==> src/rtl/gpio_port_pkg.sv <==
// Shared constants and types for the GPIO port register block.
// Assumes byte offsets that fit in 8 bits; the top widens them to its address width.
package gpio_port_pkg;
    localparam int unsigned GP_PINS   = 16;
    localparam int unsigned GP_MODE_W = 2;

    localparam logic [7:0] OFS_MODE = 8'h00;
    localparam logic [7:0] OFS_IN   = 8'h10;
    localparam logic [7:0] OFS_OUT  = 8'h14;
    localparam logic [7:0] OFS_SETC = 8'h18;

    // One-hot register selection decoded from the bus address.
    typedef struct packed {
        logic mode;
        logic in;
        logic out;
        logic setc;
    } gp_sel_t;
endpackage

==> src/rtl/gpio_in_sync.sv <==
// Two-flop synchronizer for the asynchronous input pins.
// Assumes each pin is sampled independently; multi-bit coherence is not needed.
module gpio_in_sync #(
    parameter int unsigned W = 16
) (
    input  logic         clk,
    input  logic         rst_n,
    input  logic [W-1:0] din,
    output logic [W-1:0] dout
);
    logic [W-1:0] stage1_q;
    logic [W-1:0] stage2_q;
    logic [1:0]   warm_q;

    // Shift pin levels through two flops.
    always_ff @(posedge clk) begin
        if (!rst_n) begin
            stage1_q <= '0;
            stage2_q <= '0;
        end else begin
            stage1_q <= din;
            stage2_q <= stage1_q;
        end
    end

    // Count edges since reset so the lag check starts only once history exists.
    always_ff @(posedge clk) begin
        if (!rst_n)              warm_q <= 2'd0;
        else if (warm_q != 2'd2) warm_q <= warm_q + 2'd1;
    end

    assign dout = stage2_q;

    AST_SYNC_LAG: assert property (@(posedge clk) disable iff (!rst_n)
        (warm_q == 2'd2) |-> (dout == $past(din, 2)));
endmodule

==> src/rtl/gpio_mode_reg.sv <==
// Read-write mode register: 2 bits per pin, loaded whole by a gated write.
// Assumes the caller has already qualified wr with the port enable and the address.
module gpio_mode_reg #(
    parameter int unsigned W = 32
) (
    input  logic         clk,
    input  logic         rst_n,
    input  logic         wr,
    input  logic [W-1:0] wdata,
    output logic [W-1:0] q
);
    // Hold or load the mode fields.
    always_ff @(posedge clk) begin
        if (!rst_n)  q <= '0;
        else if (wr) q <= wdata;
    end

    AST_MODE_LOAD: assert property (@(posedge clk) disable iff (!rst_n)
        ($past(rst_n) && $past(wr)) |-> (q == $past(wdata)));
    AST_MODE_HOLD: assert property (@(posedge clk) disable iff (!rst_n)
        ($past(rst_n) && !$past(wr)) |-> $stable(q));
endmodule

==> src/rtl/gpio_out_reg.sv <==
// Output data register with two write paths: a whole-register load and a
// per-bit set/clear update in which set takes precedence over clear.
// Assumes at most one of wr_load and wr_setc is high in a cycle.
module gpio_out_reg #(
    parameter int unsigned PINS = 16
) (
    input  logic            clk,
    input  logic            rst_n,
    input  logic            wr_load,
    input  logic [PINS-1:0] load_data,
    input  logic            wr_setc,
    input  logic [PINS-1:0] set_mask,
    input  logic [PINS-1:0] clr_mask,
    output logic [PINS-1:0] q
);
    logic [PINS-1:0] q_next;

    // Select the next output value from the active write path.
    always_comb begin
        q_next = q;
        if (wr_load)      q_next = load_data;
        else if (wr_setc) q_next = (q & ~clr_mask) | set_mask;
    end

    // Register the output data bits.
    always_ff @(posedge clk) begin
        if (!rst_n) q <= '0;
        else        q <= q_next;
    end

    AST_SETC_SET: assert property (@(posedge clk) disable iff (!rst_n)
        ($past(rst_n) && $past(wr_setc)) |-> ((q & $past(set_mask)) == $past(set_mask)));
    AST_SETC_CLR: assert property (@(posedge clk) disable iff (!rst_n)
        ($past(rst_n) && $past(wr_setc)) |-> ((q & $past(clr_mask & ~set_mask)) == '0));
    AST_SETC_KEEP: assert property (@(posedge clk) disable iff (!rst_n)
        ($past(rst_n) && $past(wr_setc)) |->
        ((q & ~$past(set_mask | clr_mask)) == ($past(q) & ~$past(set_mask | clr_mask))));
    AST_OUT_IDLE: assert property (@(posedge clk) disable iff (!rst_n)
        ($past(rst_n) && !$past(wr_load) && !$past(wr_setc)) |-> $stable(q));
    AST_ONE_PATH: assert property (@(posedge clk) disable iff (!rst_n)
        !(wr_load && wr_setc));
endmodule

==> src/rtl/gpio_port_regs.sv <==
// GPIO port register block: address decode, enable gating and read mux around
// the mode, input, output and set/clear registers.
// Assumes a single-cycle bus with combinational read data, and DATA_W >= 2*PINS.
module gpio_port_regs
    import gpio_port_pkg::*;
#(
    parameter int unsigned PINS   = GP_PINS,
    parameter int unsigned ADDR_W = 8,
    parameter int unsigned DATA_W = 32
) (
    input  logic                  clk,
    input  logic                  rst_n,
    input  logic                  port_en,
    input  logic [ADDR_W-1:0]     bus_addr,
    input  logic                  bus_wr,
    input  logic [DATA_W-1:0]     bus_wdata,
    output logic [DATA_W-1:0]     bus_rdata,
    input  logic [PINS-1:0]       pin_in,
    output logic [PINS-1:0]       pin_out,
    output logic [PINS*GP_MODE_W-1:0] pin_mode
);
    localparam int unsigned MODE_BITS = PINS * GP_MODE_W;

    gp_sel_t         sel;
    logic            wr_ok;
    logic [PINS-1:0] in_sync;

    // Decode the bus address into a register selection.
    always_comb begin
        sel      = '0;
        sel.mode = (bus_addr == ADDR_W'(OFS_MODE));
        sel.in   = (bus_addr == ADDR_W'(OFS_IN));
        sel.out  = (bus_addr == ADDR_W'(OFS_OUT));
        sel.setc = (bus_addr == ADDR_W'(OFS_SETC));
    end

    assign wr_ok = port_en & bus_wr;

    gpio_in_sync #(.W(PINS)) u_sync (
        .clk   (clk),
        .rst_n (rst_n),
        .din   (pin_in),
        .dout  (in_sync)
    );

    gpio_mode_reg #(.W(MODE_BITS)) u_mode (
        .clk   (clk),
        .rst_n (rst_n),
        .wr    (wr_ok & sel.mode),
        .wdata (bus_wdata[MODE_BITS-1:0]),
        .q     (pin_mode)
    );

    gpio_out_reg #(.PINS(PINS)) u_out (
        .clk       (clk),
        .rst_n     (rst_n),
        .wr_load   (wr_ok & sel.out),
        .load_data (bus_wdata[PINS-1:0]),
        .wr_setc   (wr_ok & sel.setc),
        .set_mask  (bus_wdata[PINS-1:0]),
        .clr_mask  (bus_wdata[PINS +: PINS]),
        .q         (pin_out)
    );

    // Return the selected register, or zero when disabled or unmapped.
    always_comb begin
        bus_rdata = '0;
        if (port_en) begin
            if (sel.mode)     bus_rdata[MODE_BITS-1:0] = pin_mode;
            else if (sel.in)  bus_rdata[PINS-1:0]      = in_sync;
            else if (sel.out) bus_rdata[PINS-1:0]      = pin_out;
        end
    end

    AST_DISABLED_READ: assert property (@(posedge clk) disable iff (!rst_n)
        !port_en |-> (bus_rdata == '0));
    AST_SETC_READ: assert property (@(posedge clk) disable iff (!rst_n)
        sel.setc |-> (bus_rdata == '0));
    AST_SEL_ONEHOT: assert property (@(posedge clk) disable iff (!rst_n)
        $onehot0(sel));
endmodule

==> config.mk <==
export PLATFORM = sky130hd
export DESIGN_NAME = gpio_port_regs
export DESIGN_NICKNAME = d
export VERILOG_FILES = /design/src/rtl/gpio_port_pkg.sv /design/src/rtl/gpio_in_sync.sv /design/src/rtl/gpio_mode_reg.sv /design/src/rtl/gpio_out_reg.sv /design/src/rtl/gpio_port_regs.sv
export SDC_FILE = /design/constraint.sdc
export NUM_CORES = 1
export LEC_CHECK = 0
export ABC_AREA = 1
export BUFFER_PORTS_ARGS = -buffer_cell sky130_fd_sc_hd__buf_2
export CORE_ASPECT_RATIO = 1.5
export CORE_MARGIN = 2
export CORE_UTILIZATION = 35
export DETAILED_ROUTE_END_ITERATION = 10
export PLACE_DENSITY_LB_ADDON = 0.3
export REMOVE_ABC_BUFFERS = 1
export SLEW_MARGIN = 20
export SYNTH_ARGS = -nofsm -noshare
export SYNTH_HDL_FRONTEND = slang
export SYNTH_SLANG_ARGS = --single-unit
export TNS_END_PERCENT = 50
==> constraint.sdc <==
create_clock -name clk -period 3.1 [get_ports clk]
set_clock_uncertainty 0.15 [all_clocks]
set_input_delay 0.93 -clock clk [delete_from_list [all_inputs] [get_ports clk]]
set_output_delay 0.93 -clock clk [all_outputs]
set_load 0.01 [all_outputs]
======== Word level (Yosys, flattened, before mapping) ========
Index checks and enable logic that the tools add are counted.
storage, ports and cells
  register bits ........................... 80
  word-level logic and storage cells ...... 23
operators by class
  equality and inequality tests ........... 3
  multiplexer cells ....................... 7
  bitwise logic cells ..................... 7
  reduce and logical (&&, ||, !) cells .... 2
operators with widths
  cell                  count
  $mux W16              6
  $mux W32              1
  $eq A8 B5 Y1 const B  3
  $and A16 B16 Y16      1
  $not A16 Y16          1
  $or A16 B16 Y16       1
  $logic_not A8 Y1      1
  $and A1 B1 Y1         4
  $reduce_bool A2 Y1    1

======== Depth between registers and ports, before layout ========
Gate-level depths: netlist (run 1).
  depth in word-level cells ............... 5
  mapped depth ............................ 10
  gate-level depth less buffers ........... 9

======== Cells and area by module ========
From an unflattened synthesis (run 1), not the netlist that was laid out.
unflattened totals
  cells, all modules ...................... 633
  area, all modules ....................... 4072.7 µm²
modules (own cells, without submodules)
  module          times used  cells each  area an instance (µm²)  sequential area each (µm²)
  gpio_mode_reg   1           202         1335.0                  640.6
  gpio_out_reg    1           149         929.6                   320.3
  gpio_in_sync    1           99          914.6                   640.6
  gpio_port_regs  1           183         893.4                   0.0

======== Least setup slack after synthesis (run 1) ========
Ideal clock, no wire load.
  path type ............................... input to output
  start ................................... input port bus_addr[6]
  end ..................................... output port bus_rdata[10]
  arrival time ............................ 1.868 ns
  slack ................................... 0.152 ns
  stages .................................. 10
  path through ............................ inv_1 > nand2_1 > nor2_4 > nand2_1 > nor2_4 > buf_4 > nand2_1 > nand3_1 > nand2_1 > inv_1
on the way
  word-level cells in the longest chain between the ends .. 5
ends and longest elaborated chain
  item          line                  text
  from (decl)   gpio_port_regs.sv:14  input logic [ADDR_W-1:0] bus_addr,
  $eq A8 B5 Y1  gpio_port_regs.sv:33  sel.out = (bus_addr == ADDR_W'(OFS_OUT));
  $mux W16      gpio_port_regs.sv:71  else if (sel.out) bus_rdata[PINS-1:0] = pin_out;
  $mux W16      gpio_port_regs.sv:70  else if (sel.in) bus_rdata[PINS-1:0] = in_sync;
  $mux W16 *    gpio_port_regs.sv:69  if (sel.mode) bus_rdata[MODE_BITS-1:0] = pin_mode;
  $mux W32 *    gpio_port_regs.sv:68  if (port_en) begin
  to (decl)     gpio_port_regs.sv:17  output logic [DATA_W-1:0] bus_rdata,
Every way passes the cells marked *; elsewhere a longest branch is shown, timed or not.

======== Worst setup path after layout (run 1) ========
  start ................................... input port bus_addr[0]
  end ..................................... output port bus_rdata[7]
The elaborated chain is that of the path after synthesis.

==> results.ini, run 1 <==
[run_status]
outcome = complete, but fails checks
violations = negative setup slack

[yosys]
synth_top_family_by_area = simple AND/OR/NAND/NOR gates
synth_fa_ha_area_share_pct = 0
synth.area.mux_share_pct = 0
avgSynthCellArea_um2 = 6.843
yosys.area_share.simple_pct = 36.44
synth_area_um2 = 3750
synth_warnings = 0
synth_cells = 548
ys_seq_area_share_pct = 42.71
synth_cell_types = 18
synthXorXnorAreaFrac_pct = 0
ys_ff_latch = 80
synth-compound-area-share_pct = 8.542

[job]
cap_violations = 0

[setup_path]
crit_slowest_cell = nor2_4
cp-end-kind = output pin
required_ns = 2.02
cp.arrival_ns = 2.11
crit_type = input pin to output pin
slowest_delay_ns = 0.18
crit_start = bus_addr[0]
cp_cell_sequence = buf_6 -> inv_4 -> nand2_4 -> nor2_4 -> nand2_2 -> nor2_4 -> buf_6 -> clkbuf_16 -> a21oi_1 -> nand2_1 -> inv_1 -> buf_6
r2r_start = u_out.q[5]$_SDFFE_PN0P_
worst_path_most_repeated_cell = buf_6
cp_num_buf_inv = 6
cp_top_family = buffers and inverters
start_kind = input pin
critPathMaxFanout = 4

[global_routing]
overflow = 0
antenna_found_initial = 1
grt_usage_pct = 20.38
grt_pass1_wl_mm = 18.06
grt_pass1_vias = 3630
grt_max_degree = 65

[clocking]
clk_latency_ns = 0.33
cts_sinks = 80
clk_pin_slew_ns = 0.06
cts_root_buf = clkbuf_16
h-tree-depth = 3
clk_path_buf_depth = 2
cts_inserted_buffers = 9
cts_tree = built
holdBufCountCts = 0

[die]
fp-row-count = 46
dieArea_um2 = 11580
die_w_um = 88.52
ioPinCount = 140
die_h_um = 130.8
core_area_um2 = 10530
initial_core_util_pct = 35.60

[drt]
vias = 3996
drtPass1Iterations = 5
drc = 0
drt_wl_total_mm = 12.47
vias_per_cell = 4.707
wire_per_inst_um = 14.68
ant_nets = 0
dr.first_iter.drc_count = 217

[place]
port_buffers = 139
dp_hpwl_mm = 7.847
gp_congestion = 0.8412
dp.cells = 812
placed_area_um2 = 4681

[pwr]
irDropWorstVdd_mv = 0.2607
switching_share_pct = 21.84
clkPwrFrac_pct = 48.7
power_frac_comb_pct = 7.3
p_sw_mw = 0.5229
seq_power_share_pct = 44.0
power.density_nw_per_um2 = 444.5
p_int_mw = 1.871
p_leak_nw = 2.770

[sta]
finalSetupViolCount = 16
final_max_slew_viol_count = 0
tns_ns = -0.9320
worstMarginPinSlew_ns = 0.5538
hold-worst-slack_ns = 0.2584
slew_headroom_pct = 63.04
finalCritPeriodShare_pct = 102.8
hold_viol = 0
min_period_ns = 3.187
fmax_mhz = 313.8
timing.final.ws_setup_ns = -0.08699
rsz0062_at_grt = true

[final_layout]
finalNonFillerCells = 849
final_common_cell = buf_2
layout_common_cells = 135 x buf_2, 128 x nand2_1, 80 x dfxtp_1, 67 x inv_1, 65 x nand3_1
syn2layout_area_growth_pct = 43.64
layout.nets = 759
fin_area_um2 = 5386
drive_gt1_share_pct = 31.82

[hold_path]
hp-class = flop to flop
hold_start = u_sync.stage1_q[12]$_SDFF_PN0_

-- Yosys cell counts, drive strengths merged --
cell type	number	area (um2)
nand3b	32	240.2
dfxtp	80	1602
nand3	68	357.8
a21oi	64	320.3
clkbuf	11	41.29
buf	26	138.9
nand2	137	524.3
inv	75	281.5
nor2	55	244.0
-- cell families (layout without fill, tap and decap cells) --
kind of cell	after synthesis	in the layout
flip-flops	80	80
AND/OR/NAND/NOR	292	292
buffers and inverters	112	268
other	0	1
AO/OA/AOI/OAI	64	64
-- tightest hold or removal path, cell delays in order (launching register included) --
cell and delay [ns]:
dfxtp_1 0.30, nand2_1 0.04, inv_1 0.04
-- through the flow --
step                setup slack [ns]  power (mW)  utilization [%]
global route                 -0.1526       2.486            51.14
finish                      -0.08699       2.394            51.14
detailed placement          -0.06324       1.237            44.44
global placement            -0.05387       1.235            44.44
CTS                         -0.07715       2.405            48.73
floorplan                    -0.8573       1.139                -
-- final cells by class --
class / instances / area [um2]
fillers: 1084 / 5146
multi-input cells: 356 / 1748
flip-flops and latches: 80 / 1602
repair buffers: 177 / 1232
inverters: 75 / 289.0
clock buffers: 12 / 256.5
well taps: 144 / 180.2
clock inverters: 4 / 76.32
diodes: 1 / 2.502
-- path summary, 6_finish.rpt --
kind                                endpoint  slack [ns]  cells after the start
hold / removal    u_sync.dout[12]$_SDFF_PN0_        0.26                      2
setup reg to reg     u_out.q[5]$_SDFFE_PN0P_        2.26                      2
setup / recovery                bus_rdata[7]       -0.09                     12
hold reg to reg   u_sync.dout[12]$_SDFF_PN0_        0.26                      2
-- routing by layer --
layer / track usage (%) / wire (um)
met1: 23.12 / 4817
met2: 35.91 / 6559
met3: 3.329 / 619
met4: 11.05 / 469
met5: 0 / 0
-- sequential cells by signal, summed over array words and instances, names as in the netlist --
name / count
u_sync.dout: 16
u_out.q: 16
u_sync.stage1_q: 16
u_mode.q: 32
-- what timing repair did --
item,4_1_cts,5_1_grt
cloned,2,4
resized for setup,6,25
setup buffers,6,8
endpoints found under the setup margin,16,32
pin swaps,3,10
-- power groups by stage --
stage / sequential [mW] / clock [mW] / combinational [mW]
final: 1.05 / 1.17 / 0.176
after global routing: 1.05 / 1.24 / 0.193
after CTS: 1.05 / 1.19 / 0.164
after detailed placement: 1.08 / 0 / 0.161
after global placement: 1.08 / 0 / 0.159
after floorplan: 1.08 / 0 / 0.0631
(Power assumes the default switching activity.)
==> inputs of run 2 (changes only) <==
PLACE_DENSITY_LB_ADDON = 0.2   (was 0.3)
==> results.ini, run 2 (same netlist as run 1, synthesis figures left out) <==
[pwr]
p_leak_nw = 2.818  ; was 2.770 nW
irDropWorstVdd_mv = 0.2609  ; was 0.2607 mV
power.density_nw_per_um2 = 434.7  ; was 444.5 nW/um2

[final_layout]
antenna_cells = 0  ; was 1
multi_input_area_um2 = 1822  ; was 1748 um2
largest_reg_flops = 32  ; unchanged
drive_gt1_share_pct = 33.24  ; was 31.82%
syn2layout_area_growth_pct = 41.54  ; was 43.64%
nFillCells = 1084  ; unchanged
layout.nets = 753  ; was 759
layout_common_cells = 134 x buf_2, 118 x nand2_1, 80 x dfxtp_1, 66 x inv_1, 64 x a21oi_1  ; was 135 x buf_2, 128 x nand2_1, 80 x dfxtp_1, 67 x inv_1, 65 x nand3_1
top_register = u_mode.q  ; unchanged
seq_area_um2 = 1602  ; unchanged
final_common_cell = buf_2  ; unchanged
fin_area_um2 = 5308  ; was 5386 um2

[global_routing]
grt_pass1_vias = 3566  ; was 3630
overflow = 0  ; unchanged
antenna_found_initial = 0  ; was 1
grt_pass1_wl_mm = 17.84  ; was 18.06 mm
grt_usage_pct = 20.17  ; was 20.38%
grt_max_degree = 53  ; was 65

[die]
die_w_um = 88.52  ; unchanged
initial_core_util_pct = 35.60  ; unchanged
fp-row-count = 46  ; unchanged
die_h_um = 130.8  ; unchanged
ioPinCount = 140  ; unchanged
core_area_um2 = 10530  ; unchanged
dieArea_um2 = 11580  ; unchanged

[drt]
drc = 0  ; unchanged
wire_per_inst_um = 14.37  ; was 14.68 um
ant_nets = 0  ; unchanged
vias = 3966  ; was 3996
drt_wl_total_mm = 12.10  ; was 12.47 mm
vias_per_cell = 4.710  ; was 4.707
dr.first_iter.drc_count = 213  ; was 217
drtPass1Iterations = 5  ; unchanged

[clocking]
holdBufCountCts = 0  ; unchanged
clk_path_buf_depth = 2  ; unchanged
cts_root_buf = clkbuf_16  ; unchanged
cts_inserted_buffers = 9  ; unchanged
h-tree-depth = 3  ; unchanged
cts_sinks = 80  ; unchanged
cts_tree = built  ; unchanged
clk_latency_ns = 0.33  ; about the same
clk_pin_slew_ns = 0.06  ; about the same

[sta]
timing.final.ws_setup_ns = -0.05415  ; was -0.08699 ns
tns_ns = -0.3389  ; was -0.9320 ns
finalCritPeriodShare_pct = 101.7  ; was 102.8%
finalSetupViolCount = 11  ; was 16
final_max_slew_viol_count = 0  ; unchanged
slew_headroom_pct = 57.85  ; was 63.04%
min_period_ns = 3.154  ; was 3.187 ns
worstMarginPinSlew_ns = 0.6315  ; was 0.5538 ns
rsz0062_at_grt = true  ; unchanged
hold_viol = 0  ; unchanged
fmax_mhz = 317.0  ; was 313.8 MHz

[run_status]
outcome = complete, but fails checks  ; unchanged
violations = negative setup slack  ; unchanged

[setup_path]
cp.arrival_ns = 2.07  ; was 2.11 ns
cp-end-kind = output pin  ; unchanged
critPathMaxFanout = 8  ; was 4
start_kind = input pin  ; unchanged
crit_type = input pin to output pin  ; unchanged
required_ns = 2.02  ; about the same

[place]
dp_hpwl_mm = 8.121  ; was 7.847 mm
placed_area_um2 = 4731  ; was 4681 um2
pre_cts_ws_ns = -0.07743  ; was -0.06324 ns
gp_congestion = 0.7946  ; was 0.8412
port_buffers = 139  ; unchanged

[hold_path]
hp-class = flop to flop  ; unchanged

[job]
cap_violations = 0  ; unchanged

## run 2: timing repair
item,4_1_cts,5_1_grt
endpoints found under the setup margin,16,32
gates cloned,1,2
gates resized for setup,16,37
setup buffers,0,1
pin swaps,1,4
## run 2: worst max-delay path, cell delays in order
cell and delay, ns:
buf_6 0.10, inv_4 0.05, nand2_4 0.05, nor2_4 0.11, nand2_2 0.07, nor2_4 0.20
clkbuf_16 0.22, nand2_2 0.05, nand3_1 0.06, nand2_1 0.05, inv_1 0.06, buf_2 0.13
## run 2: area by class of cell
| cell class | instances | share of cell area, % |
|---|---|---|
| Tap cell | 144 | 3.395 |
| Clock buffer | 14 | 4.974 |
| Timing Repair Buffer | 171 | 20.89 |
| Clock inverter | 2 | 0.7072 |
| Multi-Input combinational cell | 356 | 34.32 |
| Sequential cell | 80 | 30.17 |
| Inverter | 75 | 5.540 |
## run 2: per-layer routing
metal  wire (um)  GRT usage, %  vias to the layer above
met3         713         3.769                       14
met5           0             0                        -
met2        6333         36.36                      149
met1        4855         23.96                     1802
met4         195         6.150                        0
li1            -             -                     2001
## run 2: final timing paths
path / endpoint / slack (ns) / cells after the start / from
hold / removal: u_sync.dout[11]$_SDFF_PN0_ / 0.26 / 2 / u_sync.stage1_q[11]$_SDFF_PN0_
hold reg to reg: u_sync.dout[11]$_SDFF_PN0_ / 0.26 / 2 / u_sync.stage1_q[11]$_SDFF_PN0_
setup / recovery: bus_rdata[7] / -0.05 / 12 / bus_addr[6]
setup reg to reg: u_out.q[5]$_SDFFE_PN0P_ / 2.30 / 2 / u_out.q[5]$_SDFFE_PN0P_
## run 2: power by group
group	total [mW]	internal, mW	leakage [nW]	switching [mW]
logic	0.179	0.0726	2.02	0.106
clock network	1.07	0.669	0.143	0.404
registers	1.05	1.05	0.651	0.00637
total	2.31	1.79	2.82	0.517
## run 2: through the flow
stage | instances | power [mW] | hold WS (ns) | utilization (%)
CTS | 839 | 2.311 | 0.2610 | 48.65
floorplan | 511 | 1.139 | 0.2356 | -
finish | 842 | 2.307 | 0.2576 | 50.39
global placement | 822 | 1.239 | 0.2430 | 44.92
detailed placement | 822 | 1.240 | 0.2482 | 44.92
global route | 842 | 2.386 | 0.2715 | 50.39
==> inputs of run 3 (changes only) <==
CORE_UTILIZATION = 49   (was 35)
==> results.ini, run 3 (same netlist as run 1, synthesis figures left out) <==
[drt]
wire_per_inst_um = 14.27  ; was 14.37 um
drtPass1Iterations = 4  ; was 5
vias_per_cell = 5.093  ; was 4.710
vias = 4064  ; was 3966
drt_wl_total_mm = 11.39  ; was 12.10 mm
drc = 0  ; unchanged
dr.first_iter.drc_count = 312  ; was 213
ant_nets = 0  ; unchanged

[clocking]
cts_tree = built  ; unchanged
cts_sinks = 80  ; unchanged
h-tree-depth = 3  ; unchanged
clk_latency_ns = 0.33  ; about the same
clk_pin_slew_ns = 0.05  ; was 0.06 ns
cts_root_buf = clkbuf_16  ; unchanged
clk_path_buf_depth = 2  ; unchanged
cts_inserted_buffers = 9  ; unchanged

[job]
cap_violations = 0  ; unchanged

[setup_path]
cp_num_buf_inv = 5  ; unchanged
cp_cell_sequence = buf_2 -> nor2_2 -> nand3_2 -> nor2_4 -> clkinv_4 -> buf_12 -> nand3_1 -> nand2_1 -> inv_1 -> buf_2  ; was buf_6 -> inv_4 -> nand2_4 -> nor2_4 -> nand2_2 -> nor2_4 -> clkbuf_16 -> nand2_2 -> nand3_1 -> nand2_1 -> inv_1 -> buf_2
worst_path_most_repeated_cell = buf_2
endpoint = bus_rdata[10]  ; was bus_rdata[7]
required_ns = 2.02  ; about the same
slowest_delay_ns = 0.18  ; was 0.22 ns
crit_type = input pin to output pin  ; unchanged
reg2reg_to = u_out.q[13]$_SDFFE_PN0P_  ; was u_out.q[5]$_SDFFE_PN0P_
critPathMaxFanout = 11  ; was 8
crit_slowest_cell = nor2_4  ; was clkbuf_16
cp-end-kind = output pin  ; unchanged
r2r_slack_ns = 2.29  ; was 2.30 ns
cp_top_family = buffers and inverters  ; was simple AND/OR/NAND/NOR gates
cp.arrival_ns = 2.09  ; was 2.07 ns
start_kind = input pin  ; unchanged
r2r_start = u_out.q[13]$_SDFFE_PN0P_  ; was u_out.q[5]$_SDFFE_PN0P_
crit_start = bus_addr[5]  ; was bus_addr[6]
cp_num_cells = 10  ; was 12
reg2reg_depth = 2  ; unchanged

[global_routing]
grt_pass1_vias = 3715  ; was 3566
overflow = 0  ; unchanged
antenna_found_initial = 0  ; unchanged
grt_max_degree = 41  ; was 53
grt_pass1_wl_mm = 17.51  ; was 17.84 mm
grt_usage_pct = 27.01  ; was 20.17%

[final_layout]
antenna_cells = 0  ; unchanged
finalNonFillerCells = 798  ; was 842
multi_input_area_um2 = 1744  ; was 1822 um2
layout_common_cells = 137 x buf_2, 133 x nand2_1, 80 x dfxtp_1, 69 x inv_1  ; was 134 x buf_2, 118 x nand2_1, 80 x dfxtp_1, 66 x inv_1, 64 x a21oi_1
top_register = u_mode.q  ; unchanged
syn2layout_area_growth_pct = 38.00  ; was 41.54%
drive_gt1_share_pct = 30.75  ; was 33.24%
largest_reg_flops = 32  ; unchanged
layout.nets = 752  ; was 753
nFillCells = 704  ; was 1084
seq_area_um2 = 1602  ; unchanged
final_common_cell = buf_2  ; unchanged

[pwr]
irDropWorstVdd_mv = 0.3771  ; was 0.2609 mV
power.density_nw_per_um2 = 423.7  ; was 434.7 nW/um2
p_leak_nw = 2.698  ; was 2.818 nW

[place]
dp_hpwl_mm = 7.234  ; was 8.121 mm
dp.cells = 770  ; was 822
gp_congestion = 0.8738  ; was 0.7946
port_buffers = 139  ; unchanged

[run_status]
violations = negative setup slack  ; unchanged
outcome = complete, but fails checks  ; unchanged

[die]
die_w_um = 75.43  ; was 88.52 um
die_h_um = 111.1  ; was 130.8 um
ioPinCount = 140  ; unchanged
core_area_um2 = 7515  ; was 10530 um2
dieArea_um2 = 8383  ; was 11580 um2
fp-row-count = 39  ; was 46
initial_core_util_pct = 49.90  ; was 35.60%

[sta]
hold_viol = 0  ; unchanged
finalCritPeriodShare_pct = 102.2  ; was 101.7%
fmax_mhz = 315.7  ; was 317.0 MHz
timing.final.ws_setup_ns = -0.06729  ; was -0.05415 ns
worstMarginPinSlew_ns = 0.5471  ; was 0.6315 ns
hold-worst-slack_ns = 0.2588  ; was 0.2576 ns
tns_ns = -0.7879  ; was -0.3389 ns
slew_headroom_pct = 63.49  ; was 57.85%
finalSetupViolCount = 16  ; was 11
min_period_ns = 3.167  ; was 3.154 ns
final_max_slew_viol_count = 0  ; unchanged
rsz0062_at_grt = true  ; unchanged

[hold_path]
hp-class = flop to flop  ; unchanged
hold_start = u_sync.stage1_q[10]$_SDFF_PN0_  ; was u_sync.stage1_q[11]$_SDFF_PN0_

run 3: cell count changes in the layout (fill, tap and decap cells not counted), moves of 4 or more:
cell,change
nand2_1,+15
nand2_2,-11
nand3_1,+10
nand3_2,-10
nor2_1,-10
nor2_2,+9
buf_4,-4
nand2_4,-4
run 3: layout make-up:
class                      instances  area share, %
sequential                        80          30.95
multi-input combinational        356          33.70
clock buffer                      12          4.956
timing repair buffer             170          21.95
inverter                          75          5.633
tap                              102          2.466
clock inverter                     3         0.3385
run 3: stage by stage:
| stage | power, mW | util, % | instance area [um2] | setup slack [ns] |
|---|---|---|---|---|
| global route | 2.269 | 68.86 | 5175 | -0.1550 |
| floorplan | 1.139 | - | 3570 | -0.8573 |
| finish | 2.193 | 68.86 | 5175 | -0.06729 |
| CTS | 2.201 | 67.12 | 5044 | -0.06147 |
| detailed placement | 1.233 | 61.42 | 4616 | -0.07444 |
| global placement | 1.230 | 61.42 | 4616 | -0.05418 |
run 3: power by group:
group / leakage [nW] / switching (mW) / internal [mW]
clock network: 0.134 / 0.394 / 0.578
logic: 1.91 / 0.0997 / 0.0671
registers: 0.651 / 0.00516 / 1.05
run 3: how the worst min path moves through the flow:
| stage | endpoint | slack, ns | cells past startpoint |
|---|---|---|---|
| final | u_sync.dout[10]$_SDFF_PN0_ | 0.26 | 2 |
| after global routing | u_sync.dout[13]$_SDFF_PN0_ | 0.27 | 2 |
| after CTS | u_sync.dout[9]$_SDFF_PN0_ | 0.26 | 2 |
| after detailed placement | u_sync.dout[9]$_SDFF_PN0_ | 0.25 | 2 |
| after global placement | u_sync.dout[10]$_SDFF_PN0_ | 0.24 | 2 |
| after floorplan | u_sync.dout[11]$_SDFF_PN0_ | 0.24 | 2 |
run 3: per-layer routing:
| layer | wire (um) | global-route usage [%] | up-vias |
|---|---|---|---|
| li1 | - | - | 2003 |
| met1 | 4345 | 30.84 | 1841 |
| met2 | 5867 | 46.03 | 184 |
| met3 | 782 | 4.727 | 36 |
| met4 | 395 | 14.04 | 0 |
| met5 | 0 | 0 | - |
run 3: repair_timing:
action | in CTS | in global routing
pin swaps | 1 | 1
hold buffers | 0 | 0
endpoints found under the hold margin | 0 | 0
setup endpoints to repair | 20 | 30
setup buffers | 6 | 2
gates cloned | 3 | 2
resized for setup | 7 | 21
run 3: worst reg2reg max path, cell delays in order, from the launching register on:
cell and delay (ns):
dfxtp_1 0.38, nand3_1 0.09, a21oi_1 0.13
